### config.mk
export PLATFORM = sky130hd
export DESIGN_NAME = rxring_writer
export DESIGN_NICKNAME = d
export VERILOG_FILES = /design/src/rtl/rxring_pkg.sv /design/src/rtl/rxring_space.sv /design/src/rtl/rxring_next.sv /design/src/rtl/rxring_step.sv /design/src/rtl/rxring_writer.sv
export SDC_FILE = /design/constraint.sdc
export NUM_CORES = 1
export LEC_CHECK = 0
export BUFFER_PORTS_ARGS = -buffer_cell sky130_fd_sc_hd__buf_4
export CORE_MARGIN = 2
export CORE_UTILIZATION = 49
export DETAILED_ROUTE_END_ITERATION = 12
export PLACE_DENSITY_LB_ADDON = 0.12
export SYNTH_ARGS = -nofsm -noshare
export SYNTH_HDL_FRONTEND = slang
export SYNTH_HIERARCHICAL = 1
export SYNTH_SLANG_ARGS = --single-unit
### constraint.sdc
create_clock -name clk -period 10.75 [get_ports clk]
set_input_delay 2.15 -clock clk [delete_from_list [all_inputs] [get_ports clk]]
set_output_delay 2.15 -clock clk [all_outputs]
set_load 0.1 [all_outputs]
### src/rtl/rxring_pkg.sv
package rxring_pkg;

    typedef enum logic [2:0] {
        RW_IDLE,
        RW_STORE,
        RW_PAD,
        RW_HDR,
        RW_COMMIT,
        RW_DISCARD
    } rw_state_e;

    localparam logic [7:0] RX_GOOD = 8'h01;
    localparam int HDR_BYTES = 4;
    localparam int CRC_ROOM  = 4;

endpackage

### src/rtl/rxring_space.sv
module rxring_space #(
    parameter int PG_W   = 8,
    parameter int MARGIN = 1518
) (
    input  logic [PG_W-1:0] cur,
    input  logic [PG_W-1:0] bound,
    input  logic [PG_W-1:0] start,
    input  logic [PG_W-1:0] stop,
    output logic            full
);
    localparam int SW = PG_W + 12;
    localparam logic signed [SW-1:0] LIMIT = SW'(MARGIN);

    logic signed [SW-1:0] c, b, s, e;
    logic signed [SW-1:0] avail_pg, avail_bytes;

    always_comb begin
        c = SW'(cur);
        b = SW'(bound);
        s = SW'(start);
        e = SW'(stop);
        if (c < b)
            avail_pg = b - c;
        else
            avail_pg = (e - s) - (c - b);
        avail_bytes = avail_pg <<< 8;
        full = (avail_bytes < LIMIT);
    end
endmodule

### src/rtl/rxring_next.sv
module rxring_next #(
    parameter int PG_W  = 8,
    parameter int CNT_W = 11
) (
    input  logic [PG_W-1:0]  cur,
    input  logic [PG_W-1:0]  start,
    input  logic [PG_W-1:0]  stop,
    input  logic [CNT_W-1:0] size,
    output logic [PG_W-1:0]  next_pg,
    output logic [7:0]       len_lo,
    output logic [7:0]       len_hi
);
    import rxring_pkg::*;

    localparam int SW = PG_W + CNT_W + 1;

    logic [SW-1:0] span, pages, raw, ring, wrapped;
    logic [15:0]   total;

    always_comb begin
        span    = SW'(size) + SW'(HDR_BYTES + CRC_ROOM + 255);
        pages   = span >> 8;
        raw     = SW'(cur) + pages;
        ring    = SW'(stop) - SW'(start);
        wrapped = (raw >= SW'(stop)) ? raw - ring : raw;
        next_pg = PG_W'(wrapped);
        total   = 16'(size) + 16'(HDR_BYTES);
        len_lo  = total[7:0];
        len_hi  = total[15:8];
    end
endmodule

### src/rtl/rxring_step.sv
module rxring_step #(
    parameter int PG_W = 8
) (
    input  logic [PG_W+7:0] ptr,
    input  logic [PG_W-1:0] start,
    input  logic [PG_W-1:0] stop,
    output logic [PG_W+7:0] nxt
);
    logic [PG_W+7:0] inc;

    always_comb begin
        inc = ptr + 1'b1;
        nxt = (inc == {stop, 8'h00}) ? {start, 8'h00} : inc;
    end
endmodule

### src/rtl/rxring_writer.sv
module rxring_writer #(
    parameter int PG_W      = 8,
    parameter int MAX_FRAME = 1514,
    parameter int MIN_FRAME = 60
) (
    input  logic              clk,
    input  logic              rst_n,
    input  logic              halt,
    input  logic [PG_W-1:0]   pg_start,
    input  logic [PG_W-1:0]   pg_stop,
    input  logic [PG_W-1:0]   pg_bound,
    input  logic              rx_valid,
    input  logic              rx_sof,
    input  logic              rx_eof,
    input  logic              rx_abort,
    input  logic [7:0]        rx_data,
    output logic              mem_we,
    output logic [PG_W+7:0]   mem_addr,
    output logic [7:0]        mem_wdata,
    output logic [PG_W-1:0]   cur_page,
    output logic              buf_full,
    output logic              rx_irq,
    output logic [7:0]        rx_status
);
    import rxring_pkg::*;

    localparam int ADDR_W = PG_W + 8;
    localparam int MARGIN = MAX_FRAME + CRC_ROOM;
    localparam int CNT_W  = $clog2(MAX_FRAME + HDR_BYTES + CRC_ROOM + 256);
    localparam logic [CNT_W-1:0] MAXC = CNT_W'(MAX_FRAME);
    localparam logic [CNT_W-1:0] MINC = CNT_W'(MIN_FRAME);

    rw_state_e          state, state_nx;
    logic [ADDR_W-1:0]  wr_ptr, step_nx, base;
    logic [CNT_W-1:0]   byte_cnt, cnt_inc;
    logic [1:0]         hdr_idx;
    logic [PG_W-1:0]    cur_q, next_pg;
    logic [7:0]         status_q, len_lo, len_hi;
    logic               irq_q, accept;

    assign base    = {cur_q, 8'h00};
    assign cnt_inc = byte_cnt + 1'b1;
    assign accept  = (state == RW_IDLE) && rx_valid && rx_sof && !halt && !buf_full;

    rxring_space #(.PG_W(PG_W), .MARGIN(MARGIN)) u_space (
        .cur(cur_q), .bound(pg_bound), .start(pg_start), .stop(pg_stop),
        .full(buf_full)
    );

    rxring_next #(.PG_W(PG_W), .CNT_W(CNT_W)) u_next (
        .cur(cur_q), .start(pg_start), .stop(pg_stop), .size(byte_cnt),
        .next_pg(next_pg), .len_lo(len_lo), .len_hi(len_hi)
    );

    rxring_step #(.PG_W(PG_W)) u_step (
        .ptr(mem_addr), .start(pg_start), .stop(pg_stop), .nxt(step_nx)
    );

    // next-state logic
    always_comb begin
        state_nx = state;
        unique case (state)
            RW_IDLE: begin
                if (rx_valid && rx_sof) begin
                    if (halt || buf_full)
                        state_nx = rx_eof ? RW_IDLE : RW_DISCARD;
                    else if (rx_eof)
                        state_nx = (MIN_FRAME > 1) ? RW_PAD : RW_HDR;
                    else
                        state_nx = RW_STORE;
                end
            end
            RW_STORE: begin
                if (rx_abort)
                    state_nx = RW_IDLE;
                else if (rx_valid) begin
                    if (byte_cnt == MAXC)
                        state_nx = rx_eof ? RW_IDLE : RW_DISCARD;
                    else if (rx_eof)
                        state_nx = (cnt_inc < MINC) ? RW_PAD : RW_HDR;
                end
            end
            RW_PAD: begin
                if (cnt_inc >= MINC)
                    state_nx = RW_HDR;
            end
            RW_HDR: begin
                if (hdr_idx == 2'd3)
                    state_nx = RW_COMMIT;
            end
            RW_COMMIT: state_nx = RW_IDLE;
            RW_DISCARD: begin
                if (rx_abort || (rx_valid && rx_eof))
                    state_nx = RW_IDLE;
            end
            default: state_nx = RW_IDLE;
        endcase
    end

    // state register
    always_ff @(posedge clk or negedge rst_n) begin
        if (!rst_n)
            state <= RW_IDLE;
        else
            state <= state_nx;
    end

    // datapath registers
    always_ff @(posedge clk or negedge rst_n) begin
        if (!rst_n) begin
            wr_ptr   <= '0;
            byte_cnt <= '0;
            hdr_idx  <= '0;
            cur_q    <= '0;
            status_q <= '0;
            irq_q    <= 1'b0;
        end else begin
            irq_q <= (state == RW_COMMIT);
            unique case (state)
                RW_IDLE: begin
                    if (halt)
                        cur_q <= pg_start;
                    if (accept) begin
                        wr_ptr   <= step_nx;
                        byte_cnt <= CNT_W'(1);
                        hdr_idx  <= '0;
                    end
                end
                RW_STORE, RW_PAD: begin
                    if (mem_we) begin
                        wr_ptr   <= step_nx;
                        byte_cnt <= cnt_inc;
                    end
                end
                RW_HDR: hdr_idx <= hdr_idx + 1'b1;
                RW_COMMIT: begin
                    cur_q    <= next_pg;
                    status_q <= RX_GOOD;
                end
                default: ;
            endcase
        end
    end

    // outputs
    always_comb begin
        mem_we    = 1'b0;
        mem_addr  = wr_ptr;
        mem_wdata = rx_data;
        unique case (state)
            RW_IDLE: begin
                mem_we   = accept;
                mem_addr = base + ADDR_W'(HDR_BYTES);
            end
            RW_STORE: mem_we = rx_valid && !rx_abort && (byte_cnt != MAXC);
            RW_PAD: begin
                mem_we    = 1'b1;
                mem_wdata = 8'h00;
            end
            RW_HDR: begin
                mem_we   = 1'b1;
                mem_addr = base | ADDR_W'(hdr_idx);
                unique case (hdr_idx)
                    2'd0: mem_wdata = RX_GOOD;
                    2'd1: mem_wdata = 8'(next_pg);
                    2'd2: mem_wdata = len_lo;
                    default: mem_wdata = len_hi;
                endcase
            end
            default: ;
        endcase
    end

    assign cur_page  = cur_q;
    assign rx_irq    = irq_q;
    assign rx_status = status_q;

    a_r8_irq_pulse: assert property (@(posedge clk) disable iff (!rst_n)
        rx_irq |=> !rx_irq);

    a_r8_irq_status: assert property (@(posedge clk) disable iff (!rst_n)
        rx_irq |-> (rx_status == RX_GOOD));

    a_r8_cur_moves_with_irq: assert property (@(posedge clk) disable iff (!rst_n)
        (!$stable(cur_page) && !$past(halt)) |-> rx_irq);

    a_r11_write_in_ring: assert property (@(posedge clk) disable iff (!rst_n)
        mem_we |-> ((mem_addr >= {pg_start, 8'h00}) && (mem_addr < {pg_stop, 8'h00})));

    a_r3_full_refused: assert property (@(posedge clk) disable iff (!rst_n)
        ((state == RW_IDLE) && rx_valid && rx_sof && buf_full) |-> !mem_we);

    a_r1_halt_no_irq: assert property (@(posedge clk) disable iff (!rst_n)
        (halt && (state == RW_IDLE)) |=> !rx_irq);

endmodule

# --- Word level (Yosys, flattened, before mapping) ---
# Index checks and enable logic that the tools add are counted.
classes:
  muxes: 30
  n_eq_ne: 20
  reduce_logical: 24
  order_cmp: 5
  bitwise_logic: 1
  add_sub_neg: 13
op_table:
  columns: ["cell", "n"]
  rows:
  - ["$pmux W16 S2", 2]
  - ["$mux W16", 3]
  - ["$pmux W8 S2", 2]
  - ["$mux W3", 10]
  - ["$sub A8 B8 Y9", 3]
  - ["$pmux W8 S3", 1]
  - ["$mux W11", 2]
  - ["$pmux W11 S2", 1]
  - ["$lt A20 B12 Y1 const B", 1]
  - ["$add A16 B1 Y16 const B", 1]
  - ["$add A16 B3 Y16 const B", 1]
  - ["$eq A16 B16 Y1", 1]
  - ["$mux W8", 2]
  - ["$or A16 B2 Y16", 1]
  - ["$sub A8 B8 Y8", 2]
  - ["$pmux W3 S5", 1]
  - ["$ge A13 B8 Y1", 1]
  - ["$add A11 B3 Y12 const B", 1]
  - ["$add A11 B9 Y12 const B", 1]
  - ["$mux W12", 1]
  - ["$ne A2 B2 Y1 const B", 6]
  - ["$sub A12 B12 Y12", 1]
  - ["$add A11 B1 Y11 const B", 1]
  - ["$eq A11 B11 Y1 const B", 1]
  - ["28 further kinds", 46]
totals:
  reg_bits: 42
  elab_cells: 100

# --- Logic depth before layout (Yosys ltp) ---
logic_depth:
  ltp_word: 9
  mapped_depth: 25

# --- Cells and area by module ---
# Netlist, hierarchy kept.
modules_own_cells:
  columns: ["module", "instances", "area_each_um2", "cells_per_inst"]
  rows:
  - ["rxring_writer", 1, 2776.4, 312]
  - ["rxring_space", 1, 1375.1, 192]
  - ["rxring_next", 1, 1266.2, 166]
  - ["rxring_step", 1, 738.2, 90]

# --- Least setup slack after synthesis ---
# OpenSTA, ideal clock, no wires.
synth_timing:
  kind: "reg-to-output"
  startpoint: "register byte_cnt[2]"
  endpoint: "output mem_wdata[0]"
  slack_ns: 1.626
  path_buffers: 1
  required_time_ns: 8.600
  t_arrival_ns: 6.974
  path_stages_with_launch: 22
  cell_sequence: "dfrtp_1 > inv_1 > ha_1 > o21a_1 > o21a_1 > xnor2_1 > ha_1 > fa_1 > a21o_1 > a21oi_2 > xor2_1 > inv_1 > ha_1 > a211o_1 > o211ai_2 > o311ai_2 > a211oi_2 > buf_6 > mux2_4 > a211o_1 > a21oi_1 > o41ai_1"
synth_via:
  elab_chain_len: 6
synth_rtl:
  columns: ["element", "line", "text"]
  rows:
  - ["start, declared", "rxring_writer.sv:35", "logic [CNT_W-1:0] byte_cnt, cnt_inc;"]
  - ["start signal, assigned", "rxring_writer.sv:132", "byte_cnt <= cnt_inc;"]
  - ["$add A11 B9 Y12 *", "rxring_next.sv:21", "span = SW'(size) + SW'(HDR_BYTES + CRC_ROOM + 255);"]
  - ["$add A8 B4 Y9 *", "rxring_next.sv:23", "raw = SW'(cur) + pages;"]
  - ["$ge A13 B8 Y1 / $sub A8 B8 Y8 (equally long branches)", "rxring_next.sv:25", "wrapped = (raw >= SW'(stop)) ? raw - ring : raw;"]
  - ["$mux W8 *", "rxring_next.sv:25", null]
  - ["net next_pg[0]", "rxring_writer.sv:37", "logic [PG_W-1:0] cur_q, next_pg;"]
  - ["$pmux W8 S3 *", "rxring_writer.sv:163", "unique case (hdr_idx)"]
  - ["$pmux W8 S2 *", "rxring_writer.sv:150", "unique case (state)"]
  - ["end, declared", "rxring_writer.sv:19", "output logic [7:0] mem_wdata,"]
# The timed path passes the listed nets; every way through them passes the cells marked *.

# --- Worst setup path after layout ---
layout_timing:
  startpoint: "input pg_stop[0]"
  endpoint: "output mem_we"
layout_via:
  elab_chain_len: 7
layout_rtl:
  columns: ["element", "line", "text"]
  rows:
  - ["start, declared", "rxring_writer.sv:10", "input logic [PG_W-1:0] pg_stop,"]
  - ["$sub A8 B8 Y9", "rxring_space.sv:25", "avail_pg = (e - s) - (c - b);"]
  - ["$sub A12 B12 Y12", "rxring_space.sv:25", null]
  - ["$mux W12", "rxring_space.sv:22", "if (c < b)"]
  - ["$lt A20 B12 Y1", "rxring_space.sv:27", "full = (avail_bytes < LIMIT);"]
  - ["$logic_not A1 Y1", "rxring_writer.sv:43", "assign accept = (state == RW_IDLE) && rx_valid && rx_sof && !halt && !buf_full;"]
  - ["$logic_and A1 B1 Y1", "rxring_writer.sv:43", null]
  - ["$pmux W1 S3", "rxring_writer.sv:150", null]
  - ["end, declared", "rxring_writer.sv:17", "output logic mem_we,"]
# Every way passes these cells.

==> flow_metrics.py <==
metrics = {
    "yosys": {
        "async_reset_ff_share_pct": 100,
        "synth.top_cell.area_share_pct": 17.1,
        "netlist_instances": 760,
        "synth_top_cells_by_area": "dfrtp_1 (17%), ha_1 (12%), inv_1 (5.1%)",
        "ys.flop_type": "dfrtp_1",
        "synth_top_cell_by_area": "dfrtp_1",
        "ys_warn_count": 6,
        "syn-cell-area_mm2": 0.00616,
        "synth_edf_count": 0,
        "syn_area_per_cell_um2": 8.10,
        "yosysUniqueCellTypes": 86,
        "seq_area_frac_synth_pct": 17.1,
        "synth-seq-cells": 42,
    },
    "sta": {
        "clock_skew_ns": 0.00331,
        "rsz0062_at_grt": "false",
        "tightest_slew_ns": 1.13,
        "drv_slew": 0,
        "post-route-period-util_pct": 76.9,
        "timing.fmax_ghz": 0.121,
        "slew_headroom_pct": 24.5,
        "setup_viol": 0,
        "fin_setup_tns_ns": 0,
        "period_needed_ns": 8.27,
        "hold_viol_final": 0,
    },
    "setup_path": {
        "crit_family": "compound AO/OA/AOI/OAI gates",
        "crit_required_ns": 8.60,
        "endpoint_kind": "output pin",
        "crit_chain": "buf_4 > inv_1 > ha_1 > inv_1 > fa_1 > a21o_1 > a21oi_1 > o21bai_1 > a21oi_1 > xnor2_1 > ha_1 > and2_1 > a221oi_2 > xnor2_1 > nor4_2 > o32a_2 > nor2_1 > a21oi_1 > a21oi_1 > buf_4",
        "startpoint": "pg_stop[0]",
        "cp_max_fo": 5,
        "critPathKind": "in2out",
        "ff2ff_path_depth": 20,
        "reg2reg_to": "byte_cnt[6]",
        "worst-path-stages": 20,
        "crit_path_max_incr_delay_ns": 0.44,
        "worstPathArrival_ns": 6.12,
        "cp_num_buf_inv": 4,
        "critical_path.most_common_cell": "a21oi_1",
        "timing.rr.start": "cur_page[0]",
        "cp_slowest_cell": "o32a_2",
        "start_kind": "input pin",
        "r2r_slack_ns": 5.45,
    },
    "die": {
        "start_util_pct": 50.6,
        "core_area_mm2": 0.0122,
        "die_area_mm2": 0.0135,
        "rows": 40,
        "die_h_um": 116,
        "ios": 82,
        "fp.dieW_um": 116,
    },
    "clock_tree": {
        "cts_buffers": 5,
        "post_cts_buffers": 0,
        "cts_num_sinks": 42,
        "clockRootBuffer": "clkbuf_16",
        "cts_resized": 0,
        "path_clk_slew_ns": 0.06,
        "htree_levels": 2,
        "cts_tree": "built",
        "cts_buffer_depth": 2,
        "clk_latency_ns": 0.29,
        "hold_buffers": 0,
    },
    "hold_path": {
        "holdPathStages": 1,
        "hp-class": "reg2reg",
        "hold_path_startpoint": "rx_status[0]",
        "min_to": "rx_status[0]",
    },
    "route": {
        "drc_errors": 0,
        "drt_first_pass_iters": 7,
        "final_antenna_net_count": 0,
        "wire_per_inst_um": 17.1,
        "vias": 5607,
        "viasPerCell": 5.73,
        "drtIter0Drc": 400,
        "wl_mm": 16.8,
    },
    "place": {
        "port_buffers": 74,
        "hpwl_mm": 13.3,
        "place_congestion": 0.878,
    },
    "final_layout": {
        "area_growth_pct": 12.1,
        "antenna_cells": 0,
        "nets": 922,
        "final.fill_count": 1182,
        "final_layout_size_suffix_gt1_share_pct": 15.8,
    },
    "global_routing": {
        "grt_antenna_before_repair": 0,
        "grt_max_degree": 43,
        "track_usage_pct": 26.0,
        "grt_pass1_wl_mm": 27.6,
        "overflow": 0,
        "grt_pass1_vias": 5435,
    },
    "outcome": {
        "status": "complete, no violations",
    },
    "flow_run": {
        "drv_cap": 0,
    },
}
## flip-flops by register name (all words and copies together), names as in the netlist
name and count:
rx_status 1, hdr_idx 2, rx_irq 1, byte_cnt 11
state 3, cur_page 8, wr_ptr 16
## metrics by stage
stage	cell area, um^2	hold WS [ns]	utilization (%)	cells	setup slack (ns)
floorplan	6190	0.456	-	769	1.63
global placement	6740	0.454	55.4	971	2.57
detailed placement	6740	0.468	55.4	971	2.52
CTS	6900	0.483	56.7	979	2.50
global route	6900	0.506	56.7	979	2.16
finish	6900	0.475	56.7	979	2.48
## area by class of cell
cell class / count / area [um^2] / share of cell area, %
clock inverter: 2 / 37.5 / 0.544
timing repair buffer: 75 / 563 / 8.16
inverter: 84 / 315 / 4.57
sequential: 42 / 1050 / 15.2
tap: 168 / 210 / 3.05
multi-input combinational: 602 / 4600 / 66.6
clock buffer: 6 / 129 / 1.87
## worst reg2reg max path, stage by stage (launching register included)
cell and delay [ns]:
dfrtp_1 0.49, inv_1 0.11, ha_1 0.17, inv_1 0.05
fa_1 0.41, a21o_1 0.18, a21oi_1 0.22, o21bai_1 0.10
a21oi_1 0.21, xor2_1 0.18, ha_1 0.30, and2_1 0.17
a221oi_2 0.30, xnor2_1 0.19, nor4_2 0.08, o32a_2 0.44
or2_2 0.30, nor4_2 0.47, a211oi_4 0.19, or2_1 0.39
o31ai_1 0.27
## worst max path at each step
stage / end / slack [ns]
2_1_floorplan: mem_wdata[0] / 1.63
3_3_place_gp: mem_we / 2.57
3_5_place_dp: mem_we / 2.52
4_1_cts: mem_we / 2.50
5_1_grt: mem_we / 2.16
6_report: mem_we / 2.48
## metal layers
| metal | vias to the layer above | track usage, % | part of all wire [%] |
|---|---|---|---|
| met5 | - | 0 | 0 |
| met4 | 0 | 5.87 | 1.6 |
| met3 | 22 | 2.67 | 4.2 |
| met2 | 143 | 45.3 | 49 |
| met1 | 2685 | 35.0 | 46 |
| li1 | 2757 | - | - |
## cells in the mapped netlist (3+ instances only)
cell,instances
inv_1,83
ha_1,61
nand2_1,54
o21ai_0,52
nor2_1,50
dfrtp_1,42
a21oi_1,39
xnor2_1,32
xor2_1,28
nor2b_1,20
clkbuf_1,18
buf_4,16
mux2_1,16
a21o_1,15
a22oi_1,15
mux2_2,14
o31ai_1,14
nand3_1,13
fa_1,12
a31oi_1,11
nor3_1,9
and3_1,8
nand4_1,7
nand2b_1,6
o21a_1,6
a211oi_1,5
a2bb2oi_1,5
mux2i_1,5
nor4_1,5
o22ai_1,5
or2_2,5
a211oi_2,4
nor3b_1,4
a211o_1,3
a22o_1,3
buf_2,3
nand4b_1,3
o211ai_1,3
o21bai_1,3
or3_1,3
## kinds of logic (layout without fill, tap and decap cells)
kind of cell,count (synthesis),count (layout),synth area share (%)
AND/OR/NAND/NOR,212,212,18.9
AO/OA/AOI/OAI,206,206,22.4
buffers and inverters,125,167,8.94
adder cells (fa/ha/maj),73,73,16.3
XOR/XNOR,63,63,9.43
flip-flops,42,42,17.1
multiplexers,37,37,6.79
other,2,11,0.122
## placed cells by master, fill, tap and decap left out, types with 4 or more instances in the layout
cell type,Yosys,layout
mux2_2,14,14
a21o_1,15,15
nand3_1,13,13
dfrtp_1,42,42
xnor2_1,32,32
buf_4,16,75
nor2b_1,20,20
o31ai_1,14,14
clkbuf_16,0,5
nor3b_1,4,4
o22ai_1,5,5
and3_1,8,8
mux2_1,16,16
a22oi_1,15,15
a21oi_1,39,39
nor4_1,5,5
o21a_1,6,6
inv_1,83,83
mux2i_1,5,5
xor2_1,28,28
or2_2,5,5
o21ai_0,52,52
fa_1,12,12
nand2_1,54,54
ha_1,61,61
a211oi_1,5,5
a2bb2oi_1,5,5
nor2_1,50,50
nand4_1,7,7
nand2b_1,6,6
a31oi_1,11,11
conb_1,2,11
nor3_1,9,9
Power is left out: the tool's default activity adds up to more than one toggle a clock period on the data nets, which glitch-free logic cannot reach.
